File: src/rtl/tcam_engine.sv
module tcam_engine #(
  parameter int ROWS  = 16,
  parameter int WIDTH = 72,
  localparam int AW   = (ROWS > 1) ? $clog2(ROWS) : 1
) (
  input  logic             clk,
  input  logic             rst_n,
  input  logic             cmd_valid,
  input  logic [2:0]       cmd_op,
  input  logic [AW-1:0]    cmd_addr,
  input  logic [WIDTH-1:0] cmd_data,
  input  logic [WIDTH-1:0] cmd_mask,
  input  logic [WIDTH-1:0] cmd_key,
  output logic             rsp_ack,
  output logic             rsp_hit,
  output logic             rsp_multi,
  output logic [AW-1:0]    rsp_addr,
  output logic [WIDTH-1:0] rsp_rdata,
  output logic [WIDTH-1:0] rsp_rmask
);
  localparam logic [2:0] OP_READ   = 3'd1;
  localparam logic [2:0] OP_WRITE  = 3'd2;
  localparam logic [2:0] OP_SEARCH = 3'd3;
  localparam logic [2:0] OP_GMASK  = 3'd4;
  localparam logic [2:0] OP_MARK   = 3'd5;
  localparam logic [2:0] OP_UNMARK = 3'd6;
  localparam logic [2:0] OP_CLRALL = 3'd7;

  logic [WIDTH-1:0] data_q [ROWS];
  logic [WIDTH-1:0] mask_q [ROWS];
  logic [ROWS-1:0]  valid_q, tag_q, hit_vec;
  logic [WIDTH-1:0] gmask_q;
  logic [AW-1:0]    win;

  wire in_range = (32'(cmd_addr) < ROWS);
  wire do_op    = cmd_valid & in_range;

  for (genvar r = 0; r < ROWS; r++) begin : g_cmp
    assign hit_vec[r] = valid_q[r] & ~tag_q[r] &
                        ~|((data_q[r] ^ cmd_key) & mask_q[r] & gmask_q);
  end

  always_comb begin
    win = '0;
    for (int r = ROWS - 1; r >= 0; r--)
      if (hit_vec[r]) win = AW'(r);
  end

  wire multi = |(hit_vec & (hit_vec - {{(ROWS-1){1'b0}}, 1'b1}));

  always_ff @(posedge clk)
    if (do_op && cmd_op == OP_WRITE) begin
      data_q[cmd_addr] <= cmd_data;
      mask_q[cmd_addr] <= cmd_mask;
    end

  always_ff @(posedge clk) begin
    if (!rst_n) begin
      valid_q   <= '0;
      tag_q     <= '0;
      gmask_q   <= '1;
      rsp_ack   <= 1'b0;
      rsp_hit   <= 1'b0;
      rsp_multi <= 1'b0;
      rsp_addr  <= '0;
      rsp_rdata <= '0;
      rsp_rmask <= '0;
    end else begin
      rsp_ack <= cmd_valid;
      if (cmd_valid) begin
        case (cmd_op)
          OP_READ: if (in_range) begin
            rsp_rdata <= data_q[cmd_addr];
            rsp_rmask <= mask_q[cmd_addr];
          end
          OP_WRITE:  if (in_range) valid_q[cmd_addr] <= 1'b1;
          OP_SEARCH: begin
            rsp_hit   <= |hit_vec;
            rsp_multi <= multi;
            rsp_addr  <= win;
          end
          OP_GMASK:  gmask_q <= cmd_mask;
          OP_MARK:   if (in_range) tag_q[cmd_addr] <= 1'b1;
          OP_UNMARK: if (in_range) tag_q[cmd_addr] <= 1'b0;
          OP_CLRALL: tag_q <= '0;
          default: ;
        endcase
      end
    end
  end
endmodule

File: config.mk
export PLATFORM = sky130hd
export DESIGN_NAME = tcam_engine
export DESIGN_NICKNAME = d
export VERILOG_FILES = /design/src/rtl/tcam_engine.sv
export SDC_FILE = /design/constraint.sdc
export NUM_CORES = 2
export LEC_CHECK = 0
export ABC_AREA = 1
export BUFFER_PORTS_ARGS = -buffer_cell sky130_fd_sc_hd__buf_2
export CAP_MARGIN = 25
export CELL_PAD_IN_SITES_DETAIL_PLACEMENT = 0
export CELL_PAD_IN_SITES_GLOBAL_PLACEMENT = 2
export CORE_UTILIZATION = 45
export CTS_CLUSTER_DIAMETER = 60
export DETAILED_ROUTE_END_ITERATION = 12
export PLACE_DENSITY_LB_ADDON = 0.1
export RECOVER_POWER = 50
export SETUP_SLACK_MARGIN = 0.15
export SYNTH_ARGS = -nofsm -noshare
export SYNTH_HDL_FRONTEND = slang
export SYNTH_SLANG_ARGS = --single-unit
File: constraint.sdc
create_clock -name clk -period 13.94 [get_ports clk]
set_clock_uncertainty 0.2 [all_clocks]
set_input_delay 1.394 -clock clk [delete_from_list [all_inputs] [get_ports clk]]
set_output_delay 1.394 -clock clk [all_outputs]
set_load 0.02 [all_outputs]
; Yosys cells after proc, flatten, opt, wreduce, memory -nomap -nowiden
; Memories as Yosys holds them, arrays and structs flattened. A register that Yosys moved wholly into a read port is not among the register bits.
; Index checks and enable logic that the tools add are counted.
[word_totals]
ramBits = 2304
reg_bits = 111
memories = 2
input_bits = 226
[classes]
reduce_logical = 44
n_bitwise = 101
eq_ne = 7
n_lt_le_gt_ge = 2
n_addsub = 1
n_mux = 21
[memory_table]
columns = memory, words, width, read_ports, rd_ports_with_merged_regs, write_ports, line_no
row1 = data_q, 16, 72, 17, 1, 1, 29  ; logic [WIDTH-1:0] data_q [ROWS];
row2 = mask_q, 16, 72, 17, 1, 1, 30  ; logic [WIDTH-1:0] mask_q [ROWS];
[ops]
columns = cell, n
row1 = AND 72 bit, 32
row2 = OR reduction 72 bit, 16
row3 = bitwise XOR 72 bit, 16
row4 = 2-to-1 mux 4 bit, 16
row5 = one-hot mux 16 bit (3 select lines), 1
row6 = AND 1 bit, 32
row7 = AND 16 bit, 2
row8 = OR 16 bit, 2
row9 = OR reduction 16 bit, 2
row10 = zero test 1 bit, 18
row11 = inverter 1 bit, 16
row12 = inverter 16 bit, 1
row13 = "subtractor 16 x 1 -> 16 bit, second input constant", 1
row14 = "equality test 3 bit, second input constant", 4
row15 = AND reduction 2 bit, 5
row16 = "equality test 3 x 2 -> 1 bit, second input constant", 2
row17 = "< comparator 4 x 5 -> 1 bit, second input constant", 1
row18 = demux 1 bit (select 4 bit), 1
row19 = "greater-or-equal comparator 4 x 1 -> 1 bit, second input constant", 1
row20 = "equality test 3 x 1 -> 1 bit, second input constant", 1
row21 = 2-to-1 mux 1 bit, 3
row22 = nonzero test 3 bit, 1
row23 = logical AND 1 bit, 2

; Logic depth before layout (Yosys ltp)
; An unclocked memory read counts as a cell.
[depth]
depth_word = 23
mapped_depth = 28

; Worst setup path after synthesis
; OpenSTA, ideal clock, no wires.
[synth_timing]
kind = input to register
startpoint = input port cmd_addr[1]
endpoint = memory data_q[10][0] (enable)
setup_ns = 0.652
slack_ns = 4.533
cell_stages = 8
arrival_time_ns = 8.554
path_cell_list = inv_1 > nor2_1 > clkinv_1 > clkbuf_1 > clkbuf_1 > nor2_1 > inv_1 > nor2_1
[synth_lines]
columns = item, line_no
row1 = "start, declared", 10  ; input logic [AW-1:0] cmd_addr,
row2 = "end, declared", 29
; No word-level cell before the write port.

; Worst setup path after layout
[layout_timing]
startpoint = input port rst_n
endpoint = register rsp_rmask[35], read port of mask_q
[layout_via]
elab_chain_cells = 1
[layout_lines]
columns = item, line_no
row1 = "start, declared", 7  ; input logic rst_n,
row2 = zero test 1 bit (no line), n/a
row3 = "end, declared", 19  ; output logic [WIDTH-1:0] rsp_rmask
; No other way between the ends.
; A chain may end at the register's enable or synchronous reset.

==> results.txt <==
The flow ran to the end, but the final reports show violations. The final reports fail on capacitance limit, slew limit. The number of antenna violations at the first check in global routing is 131.

The required time at the endpoint of the critical path is 14.53 ns. The minimum clock period is 9.29 ns. The net count after synthesis is 11094. Once detailed placement completed, the half-perimeter wirelength came to 371 mm.

The signal on the critical path passes through clkbuf_1 > clkbuf_1 > clkbuf_1 > o21ai_0 > a41oi_1. In this run the most critical hold path is launched from valid_q[14]. The count of unique library cells instantiated by Yosys came out at 62. Static timing analysis puts the maximum clock frequency at 108 MHz. The tree is rooted in a sky130_fd_sc_hd__clkbuf_16. In this run, synthesis produced a sequential element count of 2559.

The start of the worst register-to-register path is gmask_q[15]. Setup repair after global routing left no endpoint under its margin. The total overflow left after global routing is 0. The number of maximum-capacitance constraint violations came out at 11.

The number of enable flip-flop cells after synthesis is 2304. The register-to-register path setup slack came out at 9.69 ns. The path class of the tightest hold or removal check is register to register.

The synthesized area divided by synthesized cell count is 10.8 um^2. The clock share of power came out at 0.441. The count of final hold-check violations was 0. The area growth from synthesis to layout is 11.6%. The worst setup path is of the input port to register kind. Adding up every negative setup slack in the final design gives 0 ns. The worst register-to-register path ends at rsp_multi. The number of cells on the worst reg-to-reg path is 14. The leakage power summed over all cells is 46.9 nW. Dividing the final minimum period by the clock period gives 0.666. The sequential element share of the synthesized area is 0.632. The ratio of routed vias to standard cells is 6.56.

The ratio of cells with drive above 1 in the final layout came out at 0.0738. The die covers 263000 um^2. The largest single stage delay on the critical path is 2.69 ns. The number of port buffers is 376. The category of the worst setup path launch point is an input port. The switching power total came out at 4.43 mW.

The synthesized netlist cell count came out at 10868. The number of buffers inserted by post-CTS setup repair is 0. The wire length of the first global-routing pass is 742 mm. The global routing usage summed across all routing layers came out at 0.410. The peak fanout along the critical path is 55. The total of fill cells in the finished design is 23471. Ranked by total cell area, the synthesized netlist is headed by sky130_fd_sc_hd__edfxtp_1 59%, sky130_fd_sc_hd__nand2_1 6.2%, sky130_fd_sc_hd__nand3_1 4.7%. The initial core utilization came out at 0.453. Summing over every cut layer, the via total after detailed routing is 96423. For this design, the slowest cell found on the critical path is sky130_fd_sc_hd__clkbuf_1. For this run, the leading register cell type out of synthesis is sky130_fd_sc_hd__edfxtp_1. After the flow finishes, the layout carries non-filler instances totaling 14702.

The floorplan step defined a core boundary enclosing 260000 um^2. The detailed-route DRC error count is 0. STA classifies the critical path endpoint as a register. The DRC marker count from the first detailed-route iteration came out at 15448. The via count of the first global-routing pass came out at 86917. The most frequently used cell type in the post-synthesis netlist is sky130_fd_sc_hd__edfxtp_1.

The number of routed nets with antenna violations is 0. For the pin with the worst max-slew slack, the measured transition is 3.64 ns. The layout net count is 11228. The number of cell rows is 187.

The portion of total power attributed to combinational logic came out at 0.077. The fraction of post-synthesis cell area in the top cell type by area came out at 0.588. The synthesis warning total is 0. The maximum vdd drop came out at 104 uV. The depth of the CTS H-tree came out at 5. The maximum number of pins on one net before global-route repair came out at 154. The path with the worst hold slack has its endpoint at valid_q[14]. The post-route core utilization is 0.505.

The overall die width came out at 513 um. The die is 513 um tall. The clock tree from TritonCTS is done.

The total number of clock tree sinks came out at 2559. The worst hold path was traced through 2 stages. Sorting the synthesized cells by how often they occur yields 2304 x sky130_fd_sc_hd__edfxtp_1, 1946 x sky130_fd_sc_hd__nand2_1, 1107 x sky130_fd_sc_hd__nand3_1, 683 x sky130_fd_sc_hd__inv_1, 624 x sky130_fd_sc_hd__o21ai_0. The cell count after placement came out at 14093.

The net switching share of the total power came out at 0.252. The number of gates resized after CTS was 0. The async set-or-reset flop fraction in the synthesized netlist is 0.

The power density of the placed cells is 134 nW/um^2. The total wirelength of the detailed-routed design is 556 mm. The number of buffers created by CTS came out at 301.

The clock transition at the registers of the reported paths is 0.06 ns. The max-slew violation count is 335. The critical path launch point is rst_n. The headroom to the max-slew limit is -1.43. The global placement routability congestion is 1.01. The routed wirelength normalized by instance count came out at 37.8 um. STA puts the critical path data arrival time at 9.88 ns. The synthesized area came out at 118000 um^2. Pin placement for this block handled 377 I/O pins. The internal power came out at 13.1 mW.

sky130_fd_sc_hd__edfxtp_1 takes more of the synthesized area than any other cell. The maximum clock insertion buffer count is 4. Buffers inserted to repair hold after CTS numbered 0. The final setup violation count is 0. The share of total power dissipated in sequential elements is 0.482. The first detailed-routing pass ran for 6 iterations. The latest clock arrival within the worst-skew pair is 0.91 ns. The cell that appears most often on the critical path is sky130_fd_sc_hd__clkbuf_1.
[cell usage in the layout (no fill, tap or decap), types with 43 or more instances in the layout]
master	Yosys	layout
sky130_fd_sc_hd__nand4_1	208	208
sky130_fd_sc_hd__buf_4	63	140
sky130_fd_sc_hd__nor3_1	119	113
sky130_fd_sc_hd__dfxtp_1	255	255
sky130_fd_sc_hd__o211ai_1	158	158
sky130_fd_sc_hd__buf_2	141	138
sky130_fd_sc_hd__xor2_1	363	363
sky130_fd_sc_hd__a21oi_1	545	545
sky130_fd_sc_hd__a22oi_1	436	436
sky130_fd_sc_hd__xnor2_1	164	164
sky130_fd_sc_hd__clkbuf_1	398	337
sky130_fd_sc_hd__edfxtp_1	2304	2304
sky130_fd_sc_hd__nor4_1	62	55
sky130_fd_sc_hd__clkbuf_16	0	308
sky130_fd_sc_hd__clkinv_2	1	43
sky130_fd_sc_hd__nor2_1	387	370
sky130_fd_sc_hd__clkinv_1	4	43
sky130_fd_sc_hd__nand2_1	1946	1941
sky130_fd_sc_hd__a31oi_1	228	228
sky130_fd_sc_hd__diode_2	0	54
sky130_fd_sc_hd__o21ai_0	624	608
sky130_fd_sc_hd__inv_1	683	682
sky130_fd_sc_hd__nand3_1	1107	1106
sky130_fd_sc_hd__o22ai_1	132	132
[final cells by class]
type | instances | area, um^2 | area share
antenna | 54 | 135 | 0.00103
clock buffer | 416 | 8300 | 0.0633
clock inverter | 131 | 1110 | 0.00848
inverter | 712 | 2720 | 0.0207
multi-input combinational | 6872 | 37200 | 0.284
sequential | 2559 | 74300 | 0.566
tap | 3402 | 4260 | 0.0324
timing repair buffer | 556 | 3220 | 0.0245
[cell families after synthesis]
family | share of synthesized area
flip-flops | 0.632
buffers and inverters | 0.0541
XOR/XNOR | 0.0392
AO/OA/AOI/OAI | 0.127
AND/OR/NAND/NOR | 0.148
[through the flow]
step	instance area (um^2)	power (mW)	setup slack [ns]	hold WS, ns
3_3_place_gp	122000	9.94	7.34	0.249
5_1_grt	131000	17.9	4.69	0.299
3_5_place_dp	122000	9.94	7.40	0.259
4_1_cts	131000	17.6	8.31	0.272
6_report	131000	17.6	4.65	0.272
2_1_floorplan	118000	9.25	4.53	0.240
[power groups by stage]
stage	logic, mW	clock network [mW]	registers [mW]
3_5_place_dp	1.31	0	8.63
6_report	1.36	7.75	8.48
5_1_grt	1.38	8.04	8.48
4_1_cts	1.32	7.77	8.47
2_1_floorplan	0.649	0	8.60
3_3_place_gp	1.31	0	8.63
[worst max-delay path by stage]
stage	end	depth (start not counted)
2_1_floorplan	data_q[10][0]	8
3_3_place_gp	rsp_rdata[41]	13
3_5_place_dp	rsp_rmask[70]	12
4_1_cts	rsp_rmask[40]	11
5_1_grt	rsp_rdata[39]	5
6_report	rsp_rmask[35]	5
[critical path, delay by kind of cell]
family                 cells  cell delay (ns)
AOI/OAI and AO/OA          2             0.74
buffers and inverters      3             7.61
[routing by layer]
metal / vias up / part of all wire / track usage
met3: 1092 / 0.13 / 0.116
met1: 48396 / 0.39 / 0.571
li1: 39929 / - / -
met2: 6916 / 0.41 / 0.577
met4: 90 / 0.060 / 0.221
met5: - / 0.0011 / 0
[sequential cells by signal, summed over array words and instances (netlist names)]
name / flops
tag_q: 16
rsp_hit: 1
rsp_ack: 1
mask_q: 1152
valid_q: 16
data_q: 1152
rsp_rdata: 72
rsp_addr: 4
gmask_q: 72
rsp_rmask: 72
rsp_multi: 1
Note: power is estimated with default switching activity, not from simulation.
